==> src/rtl/pkt_rule_pkg.sv <==
package pkt_rule_pkg;
    localparam int REG_W  = 5;
    localparam int DESC_W = 32;
    localparam int ERR_W  = 11;
    localparam int NUNIT  = 8;

    // error mask bit positions
    localparam int E_DUP   = 0;
    localparam int E_XBA   = 1;
    localparam int E_XAB   = 2;
    localparam int E_DSIDE = 3;
    localparam int E_AXDIR = 4;
    localparam int E_AXMIX = 5;
    localparam int E_AXREG = 6;
    localparam int E_ALIGN = 7;
    localparam int E_PRED  = 8;
    localparam int E_CMPCT = 9;
    localparam int E_CTRL  = 10;

    typedef enum logic [1:0] {U_L = 2'd0, U_S = 2'd1, U_M = 2'd2, U_D = 2'd3} unit_e;
    typedef enum logic [1:0] {W_ONE = 2'd0, W_P40 = 2'd1, W_P64 = 2'd2, W_QUAD = 2'd3} wcls_e;
    typedef enum logic [1:0] {M_NONE = 2'd0, M_LD = 2'd1, M_ST = 2'd2, M_RSV = 2'd3} memop_e;
    typedef enum logic {ST_IDLE = 1'b0, ST_SHOW = 1'b1} ctl_state_e;

    typedef struct packed {
        logic             ctrl;
        logic             compact;
        logic             pinv;
        logic [REG_W-1:0] preg;
        logic             pside;
        logic             pen;
        logic             st_side;
        memop_e           mem;
        logic             axp;
        logic [REG_W-1:0] base;
        wcls_e            wcls;
        logic             dst_side;
        logic [REG_W-1:0] dst;
        logic             dxp;
        logic             side;
        unit_e            unit;
        logic             vld;
    } desc_t;
endpackage

==> src/rtl/slot_check.sv <==
module slot_check
    import pkt_rule_pkg::*;
(
    input  desc_t            d_i,
    output logic [NUNIT-1:0] unit_oh_o,
    output logic             dxp_a_o,
    output logic             dxp_b_o,
    output logic             axp_a_o,
    output logic             axp_b_o,
    output logic             d_a_o,
    output logic             d_b_o,
    output logic [ERR_W-1:0] err_o
);
    logic is_d;
    logic ax_use;
    logic mem_x;
    logic reg_side;
    logic unused_fields;

    assign unused_fields = ^{d_i.dst, d_i.pinv, d_i.pside};

    always_comb begin
        is_d     = d_i.vld && (d_i.unit == U_D);
        ax_use   = is_d && d_i.axp;
        mem_x    = ax_use && ((d_i.mem == M_LD) || (d_i.mem == M_ST));
        reg_side = (d_i.mem == M_LD) ? d_i.dst_side : d_i.st_side;

        unit_oh_o = '0;
        if (d_i.vld) unit_oh_o[{d_i.side, d_i.unit}] = 1'b1;

        dxp_a_o = d_i.vld && d_i.dxp && !d_i.side;
        dxp_b_o = d_i.vld && d_i.dxp &&  d_i.side;
        axp_a_o = ax_use && !d_i.side;
        axp_b_o = ax_use &&  d_i.side;
        d_a_o   = is_d && !d_i.side;
        d_b_o   = is_d &&  d_i.side;

        err_o = '0;
        if (d_i.vld) begin
            err_o[E_DSIDE] = !mem_x && (d_i.dst_side != d_i.side);
            err_o[E_AXREG] = mem_x && (reg_side == d_i.side);
            unique case (d_i.wcls)
                W_P40, W_P64: err_o[E_ALIGN] = d_i.base[0];
                W_QUAD:       err_o[E_ALIGN] = |d_i.base[1:0];
                default:      err_o[E_ALIGN] = 1'b0;
            endcase
            err_o[E_PRED]  = d_i.pen && (d_i.preg > REG_W'(2));
            err_o[E_CMPCT] = d_i.compact && d_i.pen;
            err_o[E_CTRL]  = d_i.ctrl && !((d_i.unit == U_S) && d_i.side);
        end
    end
endmodule

==> src/rtl/packet_rules.sv <==
module packet_rules
    import pkt_rule_pkg::*;
#(
    parameter int NSLOT = 8
) (
    input  logic [NSLOT-1:0][NUNIT-1:0] unit_oh_i,
    input  logic [NSLOT-1:0]            dxp_a_i,
    input  logic [NSLOT-1:0]            dxp_b_i,
    input  logic [NSLOT-1:0]            axp_a_i,
    input  logic [NSLOT-1:0]            axp_b_i,
    input  logic [NSLOT-1:0]            d_a_i,
    input  logic [NSLOT-1:0]            d_b_i,
    output logic [ERR_W-1:0]            err_o
);
    localparam int CW = $clog2(NSLOT + 1);

    logic [NUNIT-1:0] unit_over;

    genvar u;
    generate
        for (u = 0; u < NUNIT; u++) begin : g_unit
            always_comb begin
                logic [CW-1:0] n;
                n = '0;
                for (int s = 0; s < NSLOT; s++) n = n + CW'(unit_oh_i[s][u]);
                unit_over[u] = (n > CW'(1));
            end
        end
    endgenerate

    always_comb begin
        logic ax_a_any;
        logic ax_b_any;
        ax_a_any = |axp_a_i;
        ax_b_any = |axp_b_i;
        err_o = '0;
        err_o[E_DUP]   = |unit_over;
        err_o[E_XBA]   = ($countones(dxp_a_i) > 1);
        err_o[E_XAB]   = ($countones(dxp_b_i) > 1);
        err_o[E_AXDIR] = ($countones(axp_a_i) > 1) || ($countones(axp_b_i) > 1);
        err_o[E_AXMIX] = (|d_a_i) && (|d_b_i) && (ax_a_any != ax_b_any);
    end
endmodule

==> src/rtl/pkt_rule_check.sv <==
module pkt_rule_check
    import pkt_rule_pkg::*;
#(
    parameter int NSLOT = 8
) (
    input  logic                    clk,
    input  logic                    rst_n,
    input  logic                    in_vld_i,
    input  logic [NSLOT*DESC_W-1:0] pkt_i,
    output logic                    out_vld_o,
    output logic                    legal_o,
    output logic [ERR_W-1:0]        err_o
);
    logic [NSLOT-1:0][NUNIT-1:0] unit_oh;
    logic [NSLOT-1:0]            dxp_a, dxp_b, axp_a, axp_b, d_a, d_b;
    logic [NSLOT-1:0][ERR_W-1:0] slot_err;
    logic [ERR_W-1:0]            pkt_err;
    logic [ERR_W-1:0]            err_c;
    logic [ERR_W-1:0]            err_q;
    logic                        legal_q;
    ctl_state_e                  st_q, st_d;

    genvar s;
    generate
        for (s = 0; s < NSLOT; s++) begin : g_slot
            slot_check u_slot (
                .d_i       (desc_t'(pkt_i[s*DESC_W +: DESC_W])),
                .unit_oh_o (unit_oh[s]),
                .dxp_a_o   (dxp_a[s]),
                .dxp_b_o   (dxp_b[s]),
                .axp_a_o   (axp_a[s]),
                .axp_b_o   (axp_b[s]),
                .d_a_o     (d_a[s]),
                .d_b_o     (d_b[s]),
                .err_o     (slot_err[s])
            );
        end
    endgenerate

    packet_rules #(.NSLOT(NSLOT)) u_rules (
        .unit_oh_i (unit_oh),
        .dxp_a_i   (dxp_a),
        .dxp_b_i   (dxp_b),
        .axp_a_i   (axp_a),
        .axp_b_i   (axp_b),
        .d_a_i     (d_a),
        .d_b_i     (d_b),
        .err_o     (pkt_err)
    );

    always_comb begin
        err_c = pkt_err;
        for (int k = 0; k < NSLOT; k++) err_c = err_c | slot_err[k];
    end

    // next-state selection
    always_comb begin
        st_d = st_q;
        unique case (st_q)
            ST_IDLE: if (in_vld_i)  st_d = ST_SHOW;
            ST_SHOW: if (!in_vld_i) st_d = ST_IDLE;
            default: st_d = ST_IDLE;
        endcase
    end

    // state register
    always_ff @(posedge clk or negedge rst_n) begin
        if (!rst_n) st_q <= ST_IDLE;
        else        st_q <= st_d;
    end

    // verdict capture
    always_ff @(posedge clk or negedge rst_n) begin
        if (!rst_n) begin
            err_q   <= '0;
            legal_q <= 1'b0;
        end else if (in_vld_i) begin
            err_q   <= err_c;
            legal_q <= ~|err_c;
        end
    end

    // outputs
    always_comb begin
        out_vld_o = (st_q == ST_SHOW);
        legal_o   = legal_q;
        err_o     = err_q;
    end
endmodule

==> config.mk <==
export PLATFORM = sky130hd
export DESIGN_NAME = pkt_rule_check
export DESIGN_NICKNAME = d
export VERILOG_FILES = /design/src/rtl/pkt_rule_pkg.sv /design/src/rtl/slot_check.sv /design/src/rtl/packet_rules.sv /design/src/rtl/pkt_rule_check.sv
export SDC_FILE = /design/constraint.sdc
export NUM_CORES = 1
export LEC_CHECK = 0
export ABC_CLOCK_PERIOD_IN_PS = 810
export BUFFER_PORTS_ARGS = -buffer_cell sky130_fd_sc_hd__clkbuf_2
export CAP_MARGIN = 25
export CORE_MARGIN = 2
export CORE_UTILIZATION = 42
export CTS_BUF_LIST = sky130_fd_sc_hd__clkbuf_2 sky130_fd_sc_hd__clkbuf_4 sky130_fd_sc_hd__clkbuf_8
export CTS_CLUSTER_SIZE = 28
export DETAILED_ROUTE_END_ITERATION = 7
export GPL_TIMING_DRIVEN = 0
export HOLD_SLACK_MARGIN = 0.02
export PLACE_DENSITY_LB_ADDON = 0.1
export SETUP_SLACK_MARGIN = 0.5
export SYNTH_ARGS = -nofsm -noshare
export SYNTH_HDL_FRONTEND = slang
export SYNTH_SLANG_ARGS = --single-unit
export TNS_END_PERCENT = 100
==> constraint.sdc <==
create_clock -name clk -period 0.81 [get_ports clk]
set_clock_uncertainty 0.2 [all_clocks]
set_input_delay 0.0405 -clock clk [delete_from_list [all_inputs] [get_ports clk]]
set_output_delay 0.0405 -clock clk [all_outputs]
set_load 0.03 [all_outputs]
==> impl_metrics.env <==
export IMPL_number_of_antenna_violations_at_the_first_check_in_global_routing=0
export IMPL_cellPowerDensity_nw_per_um2=645
export IMPL_starting_density_of_the_core_pct=42.7
export IMPL_power_leakage_nw=3.85
export IMPL_maxSlewViolCount=0
export IMPL_std_cell_rows=39
export IMPL_final_layout_size_suffix_gt1_share_pct=48.6
export IMPL_ys_types=51
export IMPL_drt_wl_total_um=18300
export IMPL_ir_worst_vdd_v=0.00120
export IMPL_max_cap_viol_count=0
export IMPL_detail_route_drc_violations=0
export IMPL_period_share_pct=483
export IMPL_grt_total_usage_pct=29.0
export IMPL_worst_slack_ns=-3.11
export IMPL_fin_crit_ns=3.92
export IMPL_cp_num_buf_inv=6
export IMPL_timing_critical_path_fanout_max=6
export IMPL_dp_cells=952
export IMPL_synth_warnings=0
export IMPL_asyncSetResetFlopFracSynth_pct=100
export IMPL_synthesis_area_per_instance_um2=7.68
export IMPL_nets=1231
export IMPL_hold_class="in -> async"
export IMPL_multi_input_logic_area_um2=4910
export IMPL_hold_violations=14
export IMPL_core_area_um2=11300
export IMPL_cp_cell_sequence="clkbuf_16 > nand2b_4 > buf_12 > nor2_4 > ha_4 > inv_2 > fa_1 > inv_1 > fa_1 > inv_1 > fa_2 > fa_2 > nand4_1 > nor4_2 > nor4bb_4 > buf_4 > nand2_1 > o32ai_2"
export IMPL_critPathTopFamily="adder cells"
export IMPL_area_sequential_um2=340
export IMPL_report_power_total_mw=5.08
export IMPL_clock_input_transition_at_the_sequential_cells_of_the_worst_setup_and_hold_paths_ns=0.05
export IMPL_timing_critical_path_slowest_stage_cell="fa_2"
export IMPL_timing_slew_headroom_pct=73.4
export IMPL_worst_endpoint_required_ns=0.76
export IMPL_crit_path_max_incr_delay_ns=0.54
export IMPL_final_hold_slack_ns=-0.518
export IMPL_design_die_area_um2=12400
export IMPL_hpwl_um=15200
export IMPL_grt_max_degree=14
export IMPL_die_w_um=111
export IMPL_viasPerCell=5.37
export IMPL_reg2reg_depth=3
export IMPL_synth_seq_area_share_pct=6.73
export IMPL_critPathKind="in -> reg"
export IMPL_htree_levels=1
export IMPL_outcome="finished with violations"
export IMPL_cts_sinks=13
export IMPL_cts_max_path_buffers=2
export IMPL_cts_buffers_inserted=3
export IMPL_chipHeight_um=111
export IMPL_drtAntennaViolNets=0
export IMPL_wire_length_of_the_first_global_routing_pass_um=28300
export IMPL_drt_pass1_iterations=5
export IMPL_synthToLayoutAreaGrowth_pct=62.7
export IMPL_layout_filler_cells=904
export IMPL_boundaryPins=272
export IMPL_final_setup_viol_count=25
export IMPL_tritoncts="built"
export IMPL_clock_root_buffer="clkbuf_8"
export IMPL_dominantRegCellSynth="dfrtp_1"
export IMPL_route_detailed_wl_per_inst_um=18.6
export IMPL_place_port_buffers=179
export IMPL_synthesis_area_um2=4840
export IMPL_post_place_setup_slack_ns=-3.85
export IMPL_failing_checks="negative hold slack, negative setup slack"
export IMPL_finalNonFillerCells=986
export IMPL_crit_path_start_kind="input pin"
export IMPL_route_vias_total=5290
export IMPL_fin_tns_setup_ns=-19.57
export IMPL_vias_in_the_first_global_route=5692
export IMPL_grt_setup_unrepaired="true"
export IMPL_worst_path_stages=18
export IMPL_synth_edff_count=0
export IMPL_worstSetupEndpointType="flip-flop"
export IMPL_critical_path_arrival_ns=3.87
export IMPL_synthesized_nets=1017
export IMPL_fmaxAchievable_ghz=0.255
export IMPL_worst_skew_pair_late_latency_ns=0.24
export IMPL_starting_drt_drc_count=295
export IMPL_ys_ff_latch=13
export IMPL_place_congestion=0.981
export IMPL_overflow=0
export IMPL_post_synth_inst_count=630
export IMPL_n_diodes=0
export IMPL_worstMarginPinSlew_ns=0.399
## flip-flops by register name (all words and copies together), names as in the netlist
signal     flops
legal_o        1
out_vld_o      1
err_o         11
## cell type report
| class | instances | area share, % |
|---|---|---|
| sequential | 13 | 4.33 |
| inverter | 132 | 6.92 |
| multi-input combinational | 467 | 62.4 |
| tap | 143 | 2.27 |
| timing repair buffer | 209 | 19.6 |
| clock buffer | 4 | 0.620 |
| buffer | 18 | 3.88 |
## cell usage after synthesis (all sizes together) (11+ instances only)
library cell    n  area share [%]
ha             80              21
clkbuf         13             1.0
dfrtp          13             6.7
nand2          54             4.2
inv           132              10
nor2b          14             1.8
nand2b         25             3.2
and3           11             1.4
a21oi          15             1.6
xor2           13             2.4
fa             48              20
nor2           57             4.4
nand3          27             2.9
nand4          20             2.6
## layout by cell type, fill, tap and decap left out, types with 6 or more instances in the layout
| master | n |
|---|---|
| nor3_1 | 6 |
| nand2b_4 | 9 |
| ha_1 | 55 |
| nor2_4 | 8 |
| inv_1 | 104 |
| inv_2 | 21 |
| buf_4 | 25 |
| nor2b_1 | 10 |
| fa_1 | 34 |
| nand2_1 | 41 |
| nand2b_1 | 16 |
| clkbuf_8 | 12 |
| nand2_2 | 6 |
| o21ai_0 | 6 |
| ha_2 | 8 |
| buf_8 | 20 |
| a31oi_1 | 7 |
| xor2_1 | 12 |
| clkbuf_2 | 144 |
| clkbuf_16 | 11 |
| dfrtp_2 | 12 |
| fa_2 | 14 |
| a21oi_1 | 10 |
| ha_4 | 17 |
| nor2_1 | 46 |
| nand3_1 | 23 |
| nand4_1 | 20 |
| a2111oi_4 | 6 |
| buf_6 | 12 |
| and3_4 | 6 |
| o211ai_1 | 6 |
## report_power, final
| group | internal (mW) | switching, mW |
|---|---|---|
| logic | 1.79 | 1.86 |
| registers | 0.746 | 0.0772 |
| clock network | 0.381 | 0.228 |
## layer usage
metal  vias to the layer above  wire length [um]  track usage, %
met4                         0               975            13.0
met2                       225              9280            52.1
met5                         -                 0               0
met1                      2511              6910            34.8
met3                        45              1170            3.44
li1                       2509                 -               -
## final timing paths
check,from,to,slack (ns)
min reg2reg,err_o[6],err_o[6],0.35
max,pkt_i[35],legal_o,-3.11
max reg2reg,err_o[10],err_o[10],-0.22
min in group clk,in_vld_i,out_vld_o,-0.26
max in group asynchronous,rst_n,err_o[10],0.67
min,rst_n,legal_o,-0.52
## kinds of logic after synthesis
family          count (synthesis)  share of synthesized area (%)
simple gates                  242                           25.7
compound gates                 69                           9.78
mux                            11                           2.35
fa+ha+maj                     128                           40.6
flops                          13                           6.73
xor+xnor                       17                           3.08
buf+inv                       150                           11.8
## repair_timing
action,in CTS,in global routing
buffers inserted,19,11
resized for setup,122,95
endpoints found under the hold margin,15,15
setup endpoints to repair,25,25
pin swaps,41,48
## per-stage QoR
step	instance area, um^2	hold WS [ns]	util, %
after detailed placement	6600	-0.253	58.3
after global routing	7870	-0.492	69.5
after global placement	6600	-0.256	58.3
after CTS	7430	-0.512	65.7
final	7870	-0.518	69.5
after floorplan	5530	-0.455	-
Power figures use the tool's default switching activity.
